$ cat src/rtl/ctl_pkg.sv
package ctl_pkg;
    typedef enum logic [1:0] {
        TW_IDLE = 2'd0,
        TW_RX   = 2'd1,
        TW_ACK  = 2'd2,
        TW_SKIP = 2'd3
    } tw_state_e;
endpackage

$ cat src/rtl/ctl_sync.sv
module ctl_sync #(
    parameter int             W       = 1,
    parameter int             STAGES  = 2,
    parameter logic [W-1:0]   RST_VAL = '0
) (
    input  logic         clk_i,
    input  logic         rst_ni,
    input  logic [W-1:0] d_i,
    output logic [W-1:0] q_o
);
    logic [W-1:0] stg_d [STAGES];
    logic [W-1:0] stg_q [STAGES];

    always_comb begin
        stg_d[0] = d_i;
        for (int s = 1; s < STAGES; s++) stg_d[s] = stg_q[s-1];
    end

    always_ff @(posedge clk_i or negedge rst_ni) begin
        if (!rst_ni) begin
            for (int s = 0; s < STAGES; s++) stg_q[s] <= RST_VAL;
        end else begin
            for (int s = 0; s < STAGES; s++) stg_q[s] <= stg_d[s];
        end
    end

    assign q_o = stg_q[STAGES-1];
endmodule

$ cat src/rtl/ctl_3w_rx.sv
module ctl_3w_rx #(
    parameter int WORD_W = 24
) (
    input  logic              clk_i,
    input  logic              rst_ni,
    input  logic              en_i,
    input  logic              csn_i,
    input  logic              cs_rise_i,
    input  logic              scl_rise_i,
    input  logic              sda_i,
    output logic              vld_o,
    output logic [WORD_W-1:0] word_o
);
    localparam int CNT_W = $clog2(WORD_W + 2);
    localparam logic [CNT_W-1:0] CNT_MAX  = '1;
    localparam logic [CNT_W-1:0] CNT_FULL = CNT_W'(WORD_W);

    typedef struct packed {
        logic [WORD_W-1:0] sh;
        logic [CNT_W-1:0]  cnt;
        logic              vld;
    } st3_t;

    st3_t s_d, s_q;

    always_comb begin
        s_d     = s_q;
        s_d.vld = 1'b0;
        if (!en_i) begin
            s_d = '0;
        end else if (cs_rise_i) begin
            s_d.vld = (s_q.cnt == CNT_FULL);
            s_d.cnt = '0;
        end else if (csn_i) begin
            s_d.cnt = '0;
        end else if (scl_rise_i) begin
            s_d.sh = {s_q.sh[WORD_W-2:0], sda_i};
            if (s_q.cnt != CNT_MAX) s_d.cnt = s_q.cnt + 1'b1;
        end
    end

    always_ff @(posedge clk_i or negedge rst_ni) begin
        if (!rst_ni) s_q <= '0;
        else         s_q <= s_d;
    end

    assign vld_o  = s_q.vld;
    assign word_o = s_q.sh;
endmodule

$ cat src/rtl/ctl_2w_rx.sv
module ctl_2w_rx
    import ctl_pkg::*;
#(
    parameter int         WORD_W   = 24,
    parameter logic [6:0] DEV_ADDR = 7'h1A
) (
    input  logic              clk_i,
    input  logic              rst_ni,
    input  logic              en_i,
    input  logic              scl_i,
    input  logic              scl_rise_i,
    input  logic              scl_fall_i,
    input  logic              sda_i,
    input  logic              sda_rise_i,
    input  logic              sda_fall_i,
    output logic              pull_o,
    output logic              vld_o,
    output logic [WORD_W-1:0] word_o
);
    localparam int NBYTES = WORD_W / 8;
    localparam int IDX_W  = $clog2(NBYTES + 1);
    localparam logic [IDX_W-1:0] LAST_IDX = IDX_W'(NBYTES);
    localparam logic [7:0]       DEV_BYTE = {DEV_ADDR, 1'b0};

    typedef struct packed {
        tw_state_e         st;
        logic [WORD_W-1:0] sh;
        logic [3:0]        bit_cnt;
        logic [IDX_W-1:0]  byte_idx;
        logic              pull;
        logic              vld;
    } st2_t;

    localparam st2_t RST = '{st: TW_IDLE, sh: '0, bit_cnt: '0, byte_idx: '0,
                             pull: 1'b0, vld: 1'b0};

    st2_t s_d, s_q;
    logic start, stop;

    assign start = sda_fall_i & scl_i;
    assign stop  = sda_rise_i & scl_i;

    always_comb begin
        s_d     = s_q;
        s_d.vld = 1'b0;
        if (!en_i) begin
            s_d = RST;
        end else if (start) begin
            s_d.st       = TW_RX;
            s_d.bit_cnt  = '0;
            s_d.byte_idx = '0;
            s_d.pull     = 1'b0;
        end else if (stop) begin
            s_d.st   = TW_IDLE;
            s_d.pull = 1'b0;
        end else begin
            case (s_q.st)
                TW_RX: begin
                    if (scl_rise_i && s_q.bit_cnt < 4'd8) begin
                        s_d.sh      = {s_q.sh[WORD_W-2:0], sda_i};
                        s_d.bit_cnt = s_q.bit_cnt + 4'd1;
                    end else if (scl_fall_i && s_q.bit_cnt == 4'd8) begin
                        s_d.bit_cnt = '0;
                        if (s_q.byte_idx == '0 && s_q.sh[7:0] != DEV_BYTE) begin
                            s_d.st = TW_SKIP;
                        end else begin
                            s_d.st   = TW_ACK;
                            s_d.pull = 1'b1;
                            s_d.vld  = (s_q.byte_idx == LAST_IDX);
                        end
                    end
                end
                TW_ACK: begin
                    if (scl_fall_i) begin
                        s_d.pull = 1'b0;
                        if (s_q.byte_idx == LAST_IDX) begin
                            s_d.st = TW_SKIP;
                        end else begin
                            s_d.byte_idx = s_q.byte_idx + 1'b1;
                            s_d.st       = TW_RX;
                        end
                    end
                end
                default: ;
            endcase
        end
    end

    always_ff @(posedge clk_i or negedge rst_ni) begin
        if (!rst_ni) s_q <= RST;
        else         s_q <= s_d;
    end

    assign pull_o = s_q.pull;
    assign vld_o  = s_q.vld;
    assign word_o = s_q.sh;
endmodule

$ cat src/rtl/ctl_regfile.sv
module ctl_regfile #(
    parameter int ADDR_W   = 8,
    parameter int DATA_W   = 16,
    parameter int NREGS    = 16,
    parameter int CFG_ADDR = 8
) (
    input  logic              clk_i,
    input  logic              rst_ni,
    input  logic              we_i,
    input  logic [ADDR_W-1:0] waddr_i,
    input  logic [DATA_W-1:0] wdata_i,
    input  logic [ADDR_W-1:0] raddr_i,
    output logic [DATA_W-1:0] rdata_o,
    output logic              cfg_bit_o
);
    localparam int IDX_W = (NREGS > 1) ? $clog2(NREGS) : 1;
    localparam logic [ADDR_W:0] LIMIT = (ADDR_W+1)'(NREGS);

    logic [DATA_W-1:0] regs_d [NREGS];
    logic [DATA_W-1:0] regs_q [NREGS];

    always_comb begin
        for (int i = 0; i < NREGS; i++) regs_d[i] = regs_q[i];
        if (we_i && ({1'b0, waddr_i} < LIMIT))
            regs_d[waddr_i[IDX_W-1:0]] = wdata_i;
    end

    always_ff @(posedge clk_i or negedge rst_ni) begin
        if (!rst_ni) begin
            for (int i = 0; i < NREGS; i++) regs_q[i] <= '0;
        end else begin
            for (int i = 0; i < NREGS; i++) regs_q[i] <= regs_d[i];
        end
    end

    assign rdata_o   = ({1'b0, raddr_i} < LIMIT) ? regs_q[raddr_i[IDX_W-1:0]] : '0;
    assign cfg_bit_o = regs_q[CFG_ADDR][0];
endmodule

$ cat src/rtl/ctl_serial_slave.sv
module ctl_serial_slave #(
    parameter int         ADDR_W   = 8,
    parameter int         DATA_W   = 16,
    parameter int         NREGS    = 16,
    parameter int         CFG_ADDR = 8,
    parameter logic [6:0] DEV_ADDR = 7'h1A,
    parameter int         SYNC_STG = 2
) (
    input  logic              clk_i,
    input  logic              rst_ni,
    input  logic              scl_i,
    input  logic              sda_i,
    input  logic              csn_i,
    input  logic              mode_i,
    output logic              sda_pull_o,
    output logic              wr_stb_o,
    output logic [ADDR_W-1:0] wr_addr_o,
    output logic [DATA_W-1:0] wr_data_o,
    input  logic [ADDR_W-1:0] rd_addr_i,
    output logic [DATA_W-1:0] rd_data_o,
    output logic              proto_3w_o,
    output logic              mode_gpio_o,
    output logic              cs_gpio_o
);
    localparam int WORD_W = ADDR_W + DATA_W;

    typedef struct packed {
        logic              scl_p;
        logic              sda_p;
        logic              cs_p;
        logic              proto_3w;
        logic              stb;
        logic [ADDR_W-1:0] addr;
        logic [DATA_W-1:0] data;
    } top_t;

    localparam top_t RST = '{scl_p: 1'b1, sda_p: 1'b1, cs_p: 1'b1, proto_3w: 1'b0,
                             stb: 1'b0, addr: '0, data: '0};

    logic [3:0] pins_s;
    logic scl_s, sda_s, cs_s, mode_s;
    logic gpio_en;
    logic vld3, vld2, pull2;
    logic [WORD_W-1:0] word3, word2, word_sel;
    top_t t_d, t_q;

    ctl_sync #(.W(4), .STAGES(SYNC_STG), .RST_VAL(4'b1110)) u_sync (
        .clk_i (clk_i),
        .rst_ni(rst_ni),
        .d_i   ({scl_i, sda_i, csn_i, mode_i}),
        .q_o   (pins_s)
    );
    assign {scl_s, sda_s, cs_s, mode_s} = pins_s;

    ctl_3w_rx #(.WORD_W(WORD_W)) u_rx3 (
        .clk_i     (clk_i),
        .rst_ni    (rst_ni),
        .en_i      (t_q.proto_3w),
        .csn_i     (cs_s),
        .cs_rise_i (cs_s & ~t_q.cs_p),
        .scl_rise_i(scl_s & ~t_q.scl_p),
        .sda_i     (sda_s),
        .vld_o     (vld3),
        .word_o    (word3)
    );

    ctl_2w_rx #(.WORD_W(WORD_W), .DEV_ADDR(DEV_ADDR)) u_rx2 (
        .clk_i     (clk_i),
        .rst_ni    (rst_ni),
        .en_i      (~t_q.proto_3w),
        .scl_i     (scl_s),
        .scl_rise_i(scl_s & ~t_q.scl_p),
        .scl_fall_i(~scl_s & t_q.scl_p),
        .sda_i     (sda_s),
        .sda_rise_i(sda_s & ~t_q.sda_p),
        .sda_fall_i(~sda_s & t_q.sda_p),
        .pull_o    (pull2),
        .vld_o     (vld2),
        .word_o    (word2)
    );

    assign word_sel = t_q.proto_3w ? word3 : word2;

    always_comb begin
        t_d          = t_q;
        t_d.scl_p    = scl_s;
        t_d.sda_p    = sda_s;
        t_d.cs_p     = cs_s;
        t_d.proto_3w = gpio_en ? t_q.proto_3w : mode_s;
        t_d.stb      = (t_q.proto_3w & vld3) | (~t_q.proto_3w & vld2);
        if (t_d.stb) begin
            t_d.addr = word_sel[WORD_W-1 -: ADDR_W];
            t_d.data = word_sel[DATA_W-1:0];
        end
    end

    always_ff @(posedge clk_i or negedge rst_ni) begin
        if (!rst_ni) t_q <= RST;
        else         t_q <= t_d;
    end

    ctl_regfile #(.ADDR_W(ADDR_W), .DATA_W(DATA_W), .NREGS(NREGS), .CFG_ADDR(CFG_ADDR)) u_regs (
        .clk_i    (clk_i),
        .rst_ni   (rst_ni),
        .we_i     (t_q.stb),
        .waddr_i  (t_q.addr),
        .wdata_i  (t_q.data),
        .raddr_i  (rd_addr_i),
        .rdata_o  (rd_data_o),
        .cfg_bit_o(gpio_en)
    );

    assign sda_pull_o  = pull2 & ~t_q.proto_3w;
    assign wr_stb_o    = t_q.stb;
    assign wr_addr_o   = t_q.addr;
    assign wr_data_o   = t_q.data;
    assign proto_3w_o  = t_q.proto_3w;
    assign mode_gpio_o = gpio_en & mode_s;
    assign cs_gpio_o   = ~t_q.proto_3w & cs_s;
endmodule

$ cat config.mk
export PLATFORM = sky130hd
export DESIGN_NAME = ctl_serial_slave
export DESIGN_NICKNAME = d
export VERILOG_FILES = /design/src/rtl/ctl_pkg.sv /design/src/rtl/ctl_sync.sv /design/src/rtl/ctl_3w_rx.sv /design/src/rtl/ctl_2w_rx.sv /design/src/rtl/ctl_regfile.sv /design/src/rtl/ctl_serial_slave.sv
export SDC_FILE = /design/constraint.sdc
export NUM_CORES = 1
export LEC_CHECK = 0
export BUFFER_PORTS_ARGS = -buffer_cell sky130_fd_sc_hd__buf_4
export CORE_ASPECT_RATIO = 0.75
export CORE_MARGIN = 2
export CORE_UTILIZATION = 62
export DETAILED_ROUTE_END_ITERATION = 12
export PLACE_DENSITY = 0.8
export SETUP_SLACK_MARGIN = 0.02
export SLEW_MARGIN = 20
export SYNTH_ARGS = -nofsm -noshare
export SYNTH_HDL_FRONTEND = slang
export SYNTH_SLANG_ARGS = --single-unit
$ cat constraint.sdc
create_clock -name clk_i -period 3.13 [get_ports clk_i]
set_input_delay 0 -clock clk_i [delete_from_list [all_inputs] [get_ports clk_i]]
set_output_delay 0 -clock clk_i [all_outputs]
set_load 0.03 [all_outputs]
# Yosys cells after proc, flatten, opt, wreduce, memory -nomap -nowiden
# Index checks and enable logic that the tools add are counted.
# word_totals
register_bits	357
# classes
n_lt_le_gt_ge	6
eq_ne	20
n_bitwise	21
n_reduce_logical	20
mux	43
n_addsub	3
# op_table
operator	count
256-bit bitwise mux	1
24-bit 2-to-1 mux	5
16-bit binary-select mux with 4-bit select	1
16-bit demux with 4-bit select	1
16-bit 2-to-1 mux	4
30-bit 2-to-1 mux	2
34-bit 2-to-1 mux	1
29-bit 2-to-1 mux	1
28-bit 2-to-1 mux	1
2-bit 2-to-1 mux	11
8-bit by 5-bit less-than comparator with 1-bit output, second input constant	2
5-bit 2-to-1 mux	3
1-bit bitwise AND	12
4-bit AND reduction	3
5-bit >= comparator, second input constant	2
5-bit by 2-bit inequality test with 1-bit output, second input constant	2
5-bit by 3-bit inequality test with 1-bit output, second input constant	2
4-bit NOT with 5-bit output	2
3-bit nonzero test	3
4-bit 2-to-1 mux	2
2-bit inequality test, second input constant	4
4-bit by 1-bit inequality test with 1-bit output, second input constant	2
8-bit by 6-bit inequality test with 1-bit output, second input constant	1
7-bit 2-to-1 mux	1
26 further kinds	44

# Logic depth before layout (Yosys ltp)
# logic_depth
ltp_word	9
mapped_depth	8

# Cells and area by module
# From an unflattened synthesis, not the netlist that was laid out.
# unflattened
hier_cells	1277
hier_area_um2	17166.5
# modules_own_cells
module	seq_area_each_um2	instances	cells_per_inst	area_per_inst_um2
ctl_regfile	6406.1	1	769	11792.6
ctl_serial_slave	729.4	1	145	1829.3
ctl_2w_rx	850.8	1	196	1803.0
ctl_3w_rx	750.7	1	159	1534.0
ctl_sync	207.7	1	8	207.7

# Least setup slack after synthesis
# OpenSTA, ideal clock, no wires.
# synth_timing
kind	register to register
from	register t_q, in the netlist wr_stb_o
to	register u_regs.regs_q[32] (netlist name)
synth_period_minus_slack_ps	2349
arrival_time_ps	2224
required_time_ps	3005
path_stages_with_launch	6
slack_ps	781
path_cell_list	dfrtp_1 or4b_4 nand4bb_4 nor3b_4 buf_8 mux2_2
# synth_between
elab_chain_len	1
# synth_lines
item	line_no	source
start, declared	ctl_serial_slave.sv:45	top_t t_d, t_q;
start signal, assigned	ctl_serial_slave.sv:99	else t_q <= t_d;
1-bit logical AND	ctl_regfile.sv:24	if (we_i && ({1'b0, waddr_i} < LIMIT))
end, declared	ctl_regfile.sv:20	logic [DATA_W-1:0] regs_q [NREGS];
# Every way passes these cells.
# A chain may end at the register's enable or synchronous reset.

# Final worst setup path
# layout_timing
from	register t_q, in the netlist wr_addr_o[6]
to	register u_regs.regs_q[201] (netlist name)
# layout_between
elab_chain_len	2
# layout_lines
item	line_no
8-bit by 5-bit less-than comparator with 1-bit output	ctl_regfile.sv:24
1-bit logical AND	ctl_regfile.sv:24
# Every way passes these cells.

==> run metrics <==
Final Setup Violations=0; Primary FF master, synth=dfrtp_1; drt total wl=37820 um; Simple-Gate Fraction of Synth Area=0.06421; Post-synth EDFFs=0; initial core utilization=0.6353; GR peak layer=met2; crit path DAT=2.84 ns; DRC viols=0; CTS-repair resized insts=0; synthesized area=16620 sq um; status=complete, no violations; post-synthesis cell count=1246; pwr dens=500.0 nW/um^2; final hold violation count=0; worst min-delay path class=input port to async pin; post-synthesis mux area share=0.2995; FF-to-FF End=u_regs.regs_q[201]$_DFFE_PN0P_; post-route total power=0.009178 W; worst reg2reg path depth=4; slowest CP cell=or4b_4; setup TNS=0 ns; Vias=10180; DIE WIDTH=193.1 um; Post-CTS Setup Bufs=0; vias in the first global route=10450; maximum root-to-sink buffer count=3; placed cell area=17190 sq um; clock sink count=357; GRT met2 Usage=0.4266; R2R Setup Slk=0.67 ns; proportion of layout cells with a drive suffix above 1=0.3717; most common cell after layout, fill and taps aside=dfrtp_1; fill cell count=1761; first-pass GRT wire length=59730 um; Tot GR Track Use=0.2759; Via density=6.244; Worst slew margin=0.3802; syn nets=1268; met1 Resource Use GR=0.4074; grt ovf=0; Reg clk slew, reported paths=0.06 ns; Post-DP HPWL=22870 um; # hold bufs at CTS=5; DR iter-0 viols=666; core area=26160 sq um; Final min period=2.455 ns; crit share post-route=0.7845; CP endpoint kind=flop; worst-skew pair later-pin latency=0.51 ns; Post-DRT Antenna Nets=0; Synth async-reset ratio=1.000; Pleak=8.781 nW; area growth from synthesis to layout=10.43%; H-tree depth=2; Seq/Total Area, Yosys=0.5381; largest net degree at the start of global routing=98; RSZ-0062 raised after global routing=no; WL/cell=23.20 um; Slew Viols, Final=0; Placed Cells=1562; post-layout util=0.7016; final cell count without fillers=1630; R2R Path Start=wr_addr_o[6]$_DFFE_PN0P_; port buffer count=58; post-synthesis adder-cell area fraction=0.006022; drt pass-1 iters=6; TritonCTS clock tree=done; worst-path cell chain=or4b_4, nor4_4, nand3_2, mux2_1; final clock skew=0.01368 ns; commonest non-fill, non-tap cells in the layout=dfrtp_1 (347), mux2_2 (266), mux2i_1 (97); Avg Cell Area, Syn=13.34 sq um; crit path kind=flop to flop; Final Net Count=1282; combinational family with the most area after synthesis=multiplexers; Root Buffer=clkbuf_16; die height=145.8 um; crit-path max cell delay=0.61 ns; num rows=51; antenna violations before repair=0; worst vdd ir=0.0004102 V; Fmax achieved=0.4073 GHz; #FFs+latches synth=357; GR Layer Usage met3=0.04992; WP data required=3.51 ns; Max FO, Critical Path=16; Antenna diodes=0; Cell variety after synth=61; gp weighted congestion=0.8126; area of the multi-input gates=7066 sq um; Yosys warnings=0; Boundary Pins=59; Compound-Gate Fraction of Synth Area=0.05171; Critical Path Source Type=flop; Sequential Area=8949 sq um; Max Cap Viol=0; Post-Synth XOR/XNOR Area=0.002108; cts bufs inserted=35; Slew @ Worst Pin=0.9287 ns; die area=28150 sq um; post-layout instance area=18360 sq um
## critical path, delay by kind of cell (launching register included)
kind	cells	cell delay (ns)
DFF	1	0.39
muxes	1	0.50
and+or+nand+nor	3	1.42
## cell families after synthesis
group	after synthesis
compound gates	134
xor+xnor	4
fa+ha+maj	8
buf+inv	125
flops	357
mux	411
simple gates	207
## sequential cells by signal, indices dropped and copies added (netlist names)
| name | flops |
|---|---|
| proto_3w_o | 1 |
| t_q | 3 |
| u_regs.cfg_bit_o | 1 |
| u_regs.regs_q | 255 |
| u_rx2.pull_o | 1 |
| u_rx2.s_q | 8 |
| u_rx2.vld_o | 1 |
| u_rx2.word_o | 24 |
| u_rx3.s_q | 5 |
| u_rx3.vld_o | 1 |
| u_rx3.word_o | 24 |
| u_sync.q_o | 4 |
| u_sync.stg_d | 4 |
| wr_addr_o | 8 |
| wr_data_o | 16 |
| wr_stb_o | 1 |
## layer usage
layer	part of all wire	vias up	wire (um)
met2	0.47	270	17810
met1	0.46	5348	17280
li1	-	4499	-
met3	0.053	60	2023
met4	0.019	0	705
met5	0	-	0
## worst max-delay path by stage
| stage | start | end | slack, ns |
|---|---|---|---|
| finish | wr_addr_o[6]$_DFFE_PN0P_ | u_regs.regs_q[201]$_DFFE_PN0P_ | 0.67 |
| CTS | wr_addr_o[6]$_DFFE_PN0P_ | u_regs.regs_q[201]$_DFFE_PN0P_ | 0.67 |
| global route | wr_addr_o[6]$_DFFE_PN0P_ | u_regs.regs_q[201]$_DFFE_PN0P_ | 0.57 |
| global placement | wr_addr_o[6]$_DFFE_PN0P_ | u_regs.regs_q[201]$_DFFE_PN0P_ | 0.76 |
| floorplan | wr_stb_o$_DFF_PN0_ | u_regs.regs_q[32]$_DFFE_PN0P_ | 0.78 |
| detailed placement | wr_addr_o[6]$_DFFE_PN0P_ | u_regs.regs_q[201]$_DFFE_PN0P_ | 0.68 |
## cell type report
type | instances | area share
inverter | 12 | 0.002454
sequential | 357 | 0.4875
tap | 344 | 0.02345
clock buffer | 57 | 0.05781
multi-input combinational | 764 | 0.3849
clock inverter | 6 | 0.003204
timing repair buffer | 90 | 0.04063
## cell usage after synthesis (all sizes together), types with 9 or more instances
master	count	area share
mux2	271	0.18
o32ai	13	0.0068
inv	12	0.0027
mux2i	98	0.059
nor2	50	0.011
buf	57	0.023
a2111oi	9	0.0047
a21boi	24	0.011
mux4	42	0.057
dfstp	9	0.014
nand2	100	0.024
clkbuf	56	0.013
o21ai	54	0.016
a21oi	14	0.0042
nor2b	16	0.0060
dfrtp	348	0.52
## power by group
group	total [W]	internal (W)	leakage (nW)	switching, W
combinational	0.000377	0.000121	3.28	0.000255
sequential	0.00466	0.00464	4.95	0.0000207
clock	0.00415	0.00241	0.550	0.00174
total	0.00918	0.00716	8.78	0.00201
## stage by stage
step	setup slack, ns	hold WS (ns)
final	0.6745	0.04101
after global routing	0.5714	0.07618
after CTS	0.6727	0.05484
after detailed placement	0.6821	-0.009151
after global placement	0.7631	-0.01098
after floorplan	0.7813	-0.2956
(Power assumes the default switching activity.)
